<file path="config.mk">
export PLATFORM = sky130hd
export DESIGN_NAME = pwr_guard
export DESIGN_NICKNAME = d
export VERILOG_FILES = /design/src/rtl/pg_pkg.sv /design/src/rtl/pg_debounce.sv /design/src/rtl/pg_blanker.sv /design/src/rtl/pg_seq.sv /design/src/rtl/pwr_guard.sv
export SDC_FILE = /design/constraint.sdc
export NUM_CORES = 1
export LEC_CHECK = 0
export ABC_AREA = 1
export BUFFER_PORTS_ARGS = -buffer_cell sky130_fd_sc_hd__buf_2
export CAP_MARGIN = 10
export CORE_ASPECT_RATIO = 0.6
export CORE_MARGIN = 5
export CORE_UTILIZATION = 64
export CTS_BUF_LIST = sky130_fd_sc_hd__clkbuf_2 sky130_fd_sc_hd__clkbuf_4 sky130_fd_sc_hd__clkbuf_8
export CTS_CLUSTER_DIAMETER = 150
export CTS_CLUSTER_SIZE = 30
export DETAILED_ROUTE_END_ITERATION = 6
export PLACE_DENSITY = 0.79
export SETUP_SLACK_MARGIN = 0.02
export SLEW_MARGIN = 20
export SYNTH_ARGS = -nofsm -noshare
export SYNTH_HDL_FRONTEND = slang
export SYNTH_HIERARCHICAL = 1
export SYNTH_SLANG_ARGS = --single-unit
</file>
<file path="constraint.sdc">
create_clock -name clk -period 2.72 [get_ports clk]
set_clock_uncertainty 0.05 [all_clocks]
set_input_delay 0.816 -clock clk [delete_from_list [all_inputs] [get_ports clk]]
set_output_delay 0.816 -clock clk [all_outputs]
set_load 0.02 [all_outputs]
</file>
<file path="src/rtl/pg_pkg.sv">
package pg_pkg;
  typedef enum logic [1:0] {
    ST_CHARGE = 2'd0,
    ST_RUN    = 2'd1,
    ST_DRAIN  = 2'd2,
    ST_LATCH  = 2'd3
  } pg_state_e;

  typedef enum logic [1:0] {
    CAUSE_UV   = 2'd0,
    CAUSE_OLP  = 2'd1,
    CAUSE_VOV  = 2'd2,
    CAUSE_AOV  = 2'd3
  } pg_cause_e;

  localparam int unsigned N_FAULT = 3;
  localparam int unsigned F_OLP = 0;
  localparam int unsigned F_VOV = 1;
  localparam int unsigned F_AOV = 2;
endpackage

</file>
<file path="src/rtl/pg_debounce.sv">
module pg_debounce #(
  parameter int unsigned N = 16
) (
  input  logic clk,
  input  logic rst,
  input  logic en_i,
  input  logic cond_i,
  output logic done_o
);
  localparam int unsigned W = (N < 2) ? 1 : $clog2(N + 1);
  localparam logic [W-1:0] LAST = W'(N - 1);

  logic [W-1:0] cnt_q;
  logic         live;

  assign live   = en_i && cond_i;
  assign done_o = live && (cnt_q == LAST);

  always_ff @(posedge clk) begin
    if (rst || !live || done_o) cnt_q <= '0;
    else                        cnt_q <= cnt_q + 1'b1;
  end

  a_r5_cnt_bound: assert property (@(posedge clk) disable iff (rst)
    cnt_q <= LAST);
  a_r5_drop_restarts: assert property (@(posedge clk) disable iff (rst)
    !live |=> (cnt_q == '0));
endmodule

</file>
<file path="src/rtl/pg_blanker.sv">
module pg_blanker #(
  parameter int unsigned BLANK_CYC = 500
) (
  input  logic clk,
  input  logic rst,
  input  logic en_i,
  input  logic gate_off_i,
  output logic open_o
);
  localparam int unsigned W = (BLANK_CYC < 2) ? 1 : $clog2(BLANK_CYC + 1);
  localparam logic [W-1:0] LOAD = W'(BLANK_CYC);

  logic [W-1:0] blk_q;
  logic         armed_q;

  always_ff @(posedge clk) begin
    if (rst || !en_i) begin
      blk_q   <= '0;
      armed_q <= 1'b0;
    end else if (gate_off_i) begin
      blk_q   <= LOAD;
      armed_q <= 1'b1;
    end else if (blk_q != '0) begin
      blk_q   <= blk_q - 1'b1;
    end
  end

  assign open_o = armed_q && (blk_q == '0);

  a_r7_closed_after_off: assert property (@(posedge clk) disable iff (rst)
    (en_i && gate_off_i && BLANK_CYC > 0) |=> !open_o);
  a_r7_closed_when_idle: assert property (@(posedge clk) disable iff (rst)
    !en_i |=> !open_o);
endmodule

</file>
<file path="src/rtl/pg_seq.sv">
module pg_seq
  import pg_pkg::*;
(
  input  logic                clk,
  input  logic                rst,
  input  logic                vdd_on_i,
  input  logic                vdd_run_i,
  input  logic                vdd_live_i,
  input  logic [N_FAULT-1:0]  trip_i,
  output logic                startup_en_o,
  output logic                run_en_o,
  output logic                latched_o,
  output logic [1:0]          cause_o
);
  pg_state_e state_q, state_d;
  pg_cause_e cause_q, cause_d;

  always_comb begin
    state_d = state_q;
    cause_d = cause_q;
    unique case (state_q)
      ST_CHARGE: if (vdd_on_i) begin
        state_d = ST_RUN;
        cause_d = CAUSE_UV;
      end
      ST_RUN: begin
        if (trip_i[F_AOV]) begin
          state_d = ST_LATCH; cause_d = CAUSE_AOV;
        end else if (trip_i[F_VOV]) begin
          state_d = ST_LATCH; cause_d = CAUSE_VOV;
        end else if (trip_i[F_OLP]) begin
          state_d = ST_DRAIN; cause_d = CAUSE_OLP;
        end else if (!vdd_run_i) begin
          state_d = ST_DRAIN; cause_d = CAUSE_UV;
        end
      end
      ST_DRAIN: if (!vdd_live_i) state_d = ST_CHARGE;
      ST_LATCH: state_d = ST_LATCH;
      default:  state_d = ST_CHARGE;
    endcase
  end

  always_ff @(posedge clk) begin
    if (rst) begin
      state_q      <= ST_CHARGE;
      cause_q      <= CAUSE_UV;
      startup_en_o <= 1'b1;
      run_en_o     <= 1'b0;
      latched_o    <= 1'b0;
    end else begin
      state_q      <= state_d;
      cause_q      <= cause_d;
      startup_en_o <= (state_d == ST_CHARGE);
      run_en_o     <= (state_d == ST_RUN);
      latched_o    <= (state_d == ST_LATCH);
    end
  end

  assign cause_o = cause_q;

  a_r2_run_needs_on: assert property (@(posedge clk) disable iff (rst)
    $rose(run_en_o) |-> $past(vdd_on_i));
  a_r3_no_overlap: assert property (@(posedge clk) disable iff (rst)
    !(run_en_o && startup_en_o));
  a_r3_recharge_below_live: assert property (@(posedge clk) disable iff (rst)
    $rose(startup_en_o) |-> !$past(vdd_live_i));
  a_r9_latch_final: assert property (@(posedge clk) disable iff (rst)
    latched_o |=> (latched_o && !run_en_o && !startup_en_o && $stable(cause_o)));
endmodule

</file>
<file path="src/rtl/pwr_guard.sv">
module pwr_guard
  import pg_pkg::*;
#(
  parameter int unsigned OLP_CYC   = 6_500_000,
  parameter int unsigned VOV_CYC   = 18_750,
  parameter int unsigned AOV_CYC   = 18_750,
  parameter int unsigned BLANK_CYC = 500
) (
  input  logic       clk,
  input  logic       rst,
  input  logic       vdd_on_i,
  input  logic       vdd_run_i,
  input  logic       vdd_live_i,
  input  logic       vdd_ovp_i,
  input  logic       fb_high_i,
  input  logic       aux_high_i,
  input  logic       gate_off_i,
  output logic       startup_en_o,
  output logic       run_en_o,
  output logic       latched_o,
  output logic [1:0] cause_o
);
  localparam int unsigned DB_LEN [N_FAULT] = '{OLP_CYC, VOV_CYC, AOV_CYC};

  logic               win_open;
  logic [N_FAULT-1:0] cond;
  logic [N_FAULT-1:0] trip;

  pg_blanker #(.BLANK_CYC(BLANK_CYC)) u_blank (
    .clk        (clk),
    .rst        (rst),
    .en_i       (run_en_o),
    .gate_off_i (gate_off_i),
    .open_o     (win_open)
  );

  assign cond[F_OLP] = fb_high_i;
  assign cond[F_VOV] = vdd_ovp_i;
  assign cond[F_AOV] = aux_high_i && win_open;

  for (genvar g = 0; g < N_FAULT; g++) begin : g_db
    pg_debounce #(.N(DB_LEN[g])) u_db (
      .clk    (clk),
      .rst    (rst),
      .en_i   (run_en_o),
      .cond_i (cond[g]),
      .done_o (trip[g])
    );
  end

  pg_seq u_seq (
    .clk          (clk),
    .rst          (rst),
    .vdd_on_i     (vdd_on_i),
    .vdd_run_i    (vdd_run_i),
    .vdd_live_i   (vdd_live_i),
    .trip_i       (trip),
    .startup_en_o (startup_en_o),
    .run_en_o     (run_en_o),
    .latched_o    (latched_o),
    .cause_o      (cause_o)
  );

  a_r8_latch_needs_window: assert property (@(posedge clk) disable iff (rst)
    ($rose(latched_o) && cause_o == 2'd3) |-> $past(win_open && aux_high_i));
  a_r6_latch_needs_ovp: assert property (@(posedge clk) disable iff (rst)
    ($rose(latched_o) && cause_o == 2'd2) |-> $past(vdd_ovp_i));
endmodule

</file>
==> results.toml, run 1 <==
[min_path]
worstHoldEndpoint = "g_db[0].u_db/cnt_q[0]"
hold_class = "register to register"
hold_start = "g_db[0].u_db/cnt_q[0]"
min_path_cells = 1

[global_routing]
grt_max_degree = 24
grt.total_usage_pct = 20.8
grtUsageMet3_pct = 5.18
grt_pass1_vias = 3005
use_met2_pct = 31.4
grt_overflow = 0
grt.busiest_layer = "met2"
grt_pass1_wl_um = 13400
met1_usage_pct = 29.4
antenna_found_initial = 0

[timing]
drv_slew = 0
report.final.hold_viol_count = 0
setup_viol = 0
fin_crit_sh_pct = 86.5
final.setup.worst_slack_ns = 0.368
tightest_slew_ns = 0.456
rsz0062_at_grt = "false"
tns_ns = 0
period_needed_ns = 2.35
relSlewSlack_pct = 69.5
fmax_mhz = 425
worst_hold_slack_ns = 0.409

[yosys]
ys_seq_area_share_pct = 36.2
async_reset_ff_share_pct = 0
synth.largest_area_cell = "dfxtp_1"
synth_area_per_cell_um2 = 6.56
synth_top_area_share_pct = 36.2
syn_inst = 590
synthTopCellsByArea = "dfxtp_1 (36%), nand2_1 (16%), nor2_1 (11%)"
ys_seq_elements = 70
synth_top_cells_by_count = "nand2_1 (160), nor2_1 (113), inv_1 (85)"
synth_warnings = 6
syn_nets = 605
synth_ff_type = "dfxtp_1"
synth_edf_count = 0
post-synth-top-count-cell = "nand2_1"
post_synth_num_cell_types = 25
synth_area_um2 = 3870

[critical_path]
reg2reg_depth = 17
critical_path_arrival_ns = 2.54
crit_fanout = 10
startpoint_type = "register"
end_kind = "register"
r2r_start = "u_blank/blk_q[0]"
worstSetupPathType = "register to register"
reg2reg_to = "u_seq/cause_o[1]"
required_ns = 2.91
r2r_slack_ns = 0.37

[floorplan]
initial_core_util_pct = 67.6
coreArea_um2 = 5730
die_area_um2 = 7760
io_pins = 14
die_w_um = 110
rows = 21
die_h_um = 70.3

[power]
p_per_area_nw_per_um2 = 533
intPower_uw = 1740
sw_frac_of_total_pct = 23.3
pwr-share-clk_pct = 46.3
combPwrFrac_pct = 6.9
ir_drop_mv = 0.264
power.switching_uw = 527
seqPwrFrac_pct = 46.7
leakagePower_uw = 0.00160

[place]
placed_area_um2 = 3990
io_buffers = 13
place_congestion = 0.893
dpl.hpwl_um = 5900
placedCellCount = 679
post-place-ws_ns = 0.410

[flow_run]
cap_viol_max_count = 0

[clock_tree]
h-tree-depth = 3
post_cts_buffers = 0
numCtsBuffers = 9
cts_buffer_depth = 2
cts_root_buffer = "clkbuf_8"
cts_tree = "built"
cts.clk_slew.worst_paths_ns = 0.08
cts_num_sinks = 70
cts.repair.resized = 0
hold_buffers = 0
worstSkewPairLatency_ns = 0.35

[routing]
wl_per_cell_um = 11.3
drc = 0
dr_total_vias = 3446
ant_nets = 0
vias_per_cell = 4.96
drt-initial-drc-count = 255
routed_wirelength_um = 7840
dr.pass1.iters = 5

[final_layout]
area_growth_pct = 9.63
finalNonFillerCells = 695
fin_area_um2 = 4250
diodes = 0
fin_nets = 625
drive_above_1_share_pct = 12.4

[run_status]
outcome = "complete, no violations"
==> sequential cells by signal (all words and copies together), names as in the netlist <==
signal and cells:
u_seq/state_q 2, g_db.u_db/cnt_q 53, u_seq/cause_o 2, u_seq/latched_o 1, u_blank/blk_q 9, u_seq/startup_en_o 1
u_seq/run_en_o 1, u_blank/armed_q 1
==> power groups by stage <==
stage	sequential (µW)	clock, µW	combinational [µW]
CTS	1060	1080	156
detailed placement	1080	0	156
floorplan	1080	0	115
finish	1060	1050	157
global route	1060	1120	178
global placement	1080	0	152
==> worst max-delay path by stage <==
| stage | startpoint | to | slack (ns) | cells after the start |
|---|---|---|---|---|
| after floorplan | u_blank/blk_q[0] | u_seq/run_en_o | 0.64 | 16 |
| after global placement | u_blank/blk_q[0] | u_seq/run_en_o | 0.52 | 16 |
| after detailed placement | u_blank/blk_q[0] | u_seq/cause_o[1] | 0.41 | 17 |
| after CTS | u_blank/blk_q[0] | u_seq/cause_o[1] | 0.37 | 17 |
| after global routing | u_blank/blk_q[0] | u_seq/cause_o[1] | 0.12 | 18 |
| final | u_blank/blk_q[0] | u_seq/cause_o[1] | 0.37 | 17 |
==> layout make-up <==
| class | count | area (µm²) |
|---|---|---|
| timing repair buffer | 13 | 65.1 |
| inverter | 88 | 330 |
| multi-input combinational | 428 | 2100 |
| tap | 80 | 100 |
| clock buffer | 10 | 138 |
| fill | 497 | 1480 |
| sequential | 70 | 1400 |
| clock inverter | 6 | 115 |
==> metrics by stage <==
step,total power (µW),util [%]
3_3_place_gp,1230,69.7
3_5_place_dp,1240,69.7
6_report,2260,74.1
4_1_cts,2290,74.1
5_1_grt,2360,74.1
2_1_floorplan,1200,-
==> logic make-up (layout without fill, tap and decap cells) <==
kind of cell	Yosys count	in the layout	share of synthesized area [%]
compound gates	33	33	4.65
xor+xnor	23	23	5.20
fa+ha+maj	6	6	1.94
buf+inv	92	117	9.69
flops	70	70	36.2
simple gates	366	366	42.3
==> critical path, cell delays in order (launching register included) <==
cell and delay, ns:
dfxtp_1 0.32, inv_1 0.09, ha_1 0.29, nand2_4 0.09, nor2_4 0.14, nand2_4 0.10, nor2_1 0.11, nand2_1 0.05
inv_1 0.04, nand2_1 0.07, nor2_1 0.12, nand2_1 0.06, nor2_1 0.24, nor2_4 0.08, nand3_1 0.14, nand2_1 0.09
nor2_1 0.11, nor2_1 0.06
==> per-layer routing <==
metal / vias to the layer above / wire length, µm
met5: - / 0
met4: 0 / 80
met3: 8 / 426
met2: 81 / 3310
met1: 1528 / 4020
li1: 1829 / -
==> layout by cell type, fill, tap and decap left out, types with 3 or more instances in the layout <==
master / count
nor2_4: 10
nor2_2: 14
o21ai_0: 5
xnor2_1: 9
bufinv_16: 3
buf_2: 13
dfxtp_1: 70
nand2_1: 160
inv_1: 85
o21bai_1: 3
inv_2: 3
a21oi_1: 23
clkbuf_8: 10
ha_1: 6
xor2_1: 14
nand3_1: 35
nand2_2: 13
nor2_1: 113
nand4_1: 11
No activity file was read; power rests on OpenSTA's default activity.
==> inputs of run 2 (changes only) <==
Settings changed: ABC_AREA 1 to default, SETUP_SLACK_MARGIN 0.02 to 0.3.
==> run 2 against run 1 <==
The run now ends with negative setup slack left. Maximum frequency is 14% lower. Worst hold slack improved by 0.018 ns. Die area fell by 11%. Design area fell by 7.8%. Largest power group unchanged.
==> results.toml, run 2 <==
[final_layout]
utilization_pct = 77.1
fin_nets = 429
drive_above_1_share_pct = 20.8
layout_common_cells = "dfxtp_1 (68), nor2_1 (54), xnor2_1 (27)"
area_growth_pct = 16.1
reg.largest.list = "g_db.u_db/cnt_q x53, u_blank/blk_q x9"
regMostFlops = "g_db.u_db/cnt_q"
diodes = 0
layout_commonest_cell = "dfxtp_1"
fin_area_um2 = 3920
largest_register_ffs = 53

[routing]
dr_total_vias = 2895
dr.pass1.iters = 7
vias_per_cell = 5.97
routed_wirelength_um = 7330
wl_per_cell_um = 15.1
ant_nets = 0
drt-initial-drc-count = 176
drc = 0

[yosys]
syn_nets = 395
synth_ff_type = "dfxtp_1"
ys_seq_area_share_pct = 41.5
ys_seq_elements = 70
syn_inst = 380
synth.largest_area_cell = "dfxtp_1"
synth_area_per_cell_um2 = 8.88
post_synth_num_cell_types = 55
synth_area_um2 = 3370
synth_top_area_share_pct = 41.5
async_reset_ff_share_pct = 0
post-synth-top-count-cell = "dfxtp_1"
synth_edf_count = 0
synthTopCellsByArea = "dfxtp_1 (42%), xnor2_1 (7.0%), nor2_1 (6.1%)"
synth_warnings = 6
synth_top_cells_by_count = "dfxtp_1 (70), nor2_1 (55), xnor2_1 (27)"

[power]
leakagePower_uw = 0.00132
total_power_uw = 2070
ir_drop_mv = 0.415
p_per_area_nw_per_um2 = 529

[critical_path]
r2r_slack_ns = -0.006
end_kind = "register"
crit_fanout = 3
critical_path_arrival_ns = 2.88
worstSetupPathType = "register to register"
worstSetupStartpoint = "u_blank/blk_q[1]"
r2r_start = "u_blank/blk_q[1]"
startpoint_type = "register"
required_ns = 2.88

[timing]
relSlewSlack_pct = 63.2
drv_slew = 0
report.final.hold_viol_count = 0
final.setup.worst_slack_ns = -0.00625
rsz0062_at_grt = "true"
setup_viol = 1
tightest_slew_ns = 0.547
fin_crit_sh_pct = 100
period_needed_ns = 2.73
fmax_mhz = 367

[clock_tree]
cts_root_buffer = "clkbuf_8"
h-tree-depth = 3
cts.clk_slew.worst_paths_ns = 0.07
cts_tree = "built"
cts_buffer_depth = 2
numCtsBuffers = 9
cts_num_sinks = 70
worstSkewPairLatency_ns = 0.33
hold_buffers = 0

[floorplan]
rows = 20
initial_core_util_pct = 66.4
die_w_um = 104
die_area_um2 = 6870
io_pins = 14
die_h_um = 66.2
coreArea_um2 = 5080

[run_status]
outcome = "finished with violations"
failed_checks = "negative setup slack"

[place]
place_congestion = 0.837
post-place-ws_ns = 0.0462
io_buffers = 13
placed_area_um2 = 3550
dpl.hpwl_um = 4830

[global_routing]
grt.total_usage_pct = 22.0
grt_overflow = 0
antenna_found_initial = 0
grt_pass1_wl_um = 12400
grt_max_degree = 24
grt_pass1_vias = 2704

[min_path]
hold_class = "register to register"
hold_start = "u_seq/cause_o[1]"

[flow_run]
cap_viol_max_count = 0
[run 2: repair_timing]
item / in CTS / in global routing
cloned: 0 / 0
pin swaps: 5 / 9
buffers inserted: 9 / 3
setup endpoints to repair: 22 / 22
gates resized for setup: 4 / 10
[run 2: logic make-up after synthesis]
| logic type | after synthesis | share of synthesized area [%] |
|---|---|---|
| AND/OR/NAND/NOR | 184 | 30.8 |
| buffers and inverters | 26 | 3.75 |
| XOR/XNOR | 37 | 9.61 |
| AO/OA/AOI/OAI | 57 | 12.1 |
| flip-flops | 70 | 41.5 |
| adder cells (fa/ha/maj) | 6 | 2.23 |
[run 2: report_power, final]
| part | leakage [µW] | switching, µW | internal, µW | total [µW] |
|---|---|---|---|---|
| logic | 0.000647 | 87.4 | 67.7 | 155 |
| registers | 0.000566 | 19.1 | 1040 | 1060 |
| clock network | 0.000106 | 366 | 493 | 859 |
[run 2: worst paths after layout]
check / to / cells after the start
worst max-delay path: u_seq/cause_o[0] / 10
worst min-delay path: u_seq/cause_o[1] / 2
worst max register to register: u_seq/cause_o[0] / 10
worst min register to register: u_seq/cause_o[1] / 2
[run 2: metrics by stage]
stage,hold WS (ns),setup TNS (ns),std cells
2_1_floorplan,0.383,0,380
3_3_place_gp,0.400,0,457
3_5_place_dp,0.400,0,457
4_1_cts,0.428,0,482
5_1_grt,0.454,-0.105,485
6_report,0.428,-0.00625,485
[run 2: layer usage]
layer / GRT usage [%] / up-vias / share of wire [%]
met3: 7.02 / 12 / 6.0
met5: 0 / - / 0
met1: 29.9 / 1366 / 49
met2: 33.0 / 88 / 44
met4: 7.27 / 0 / 1.5
li1: - / 1429 / -
[run 2: cell type report]
cell class | instances | area, µm²
timing repair buffer | 33 | 223
clock buffer | 13 | 166
inverter | 16 | 60.1
clock inverter | 3 | 42.5
sequential | 70 | 1400
fill | 342 | 1160
multi-input combinational | 284 | 1940
tap | 66 | 82.6
[run 2: worst max-delay path: stages, from the launching register on]
cell	delay (ns)
dfxtp_2	0.32
inv_2	0.06
ha_4	0.13
or4b_4	0.48
nor3_4	0.12
and2_4	0.16
nand2_4	0.04
or4_4	0.51
nor3_4	0.23
a21oi_1	0.10
o32ai_1	0.39
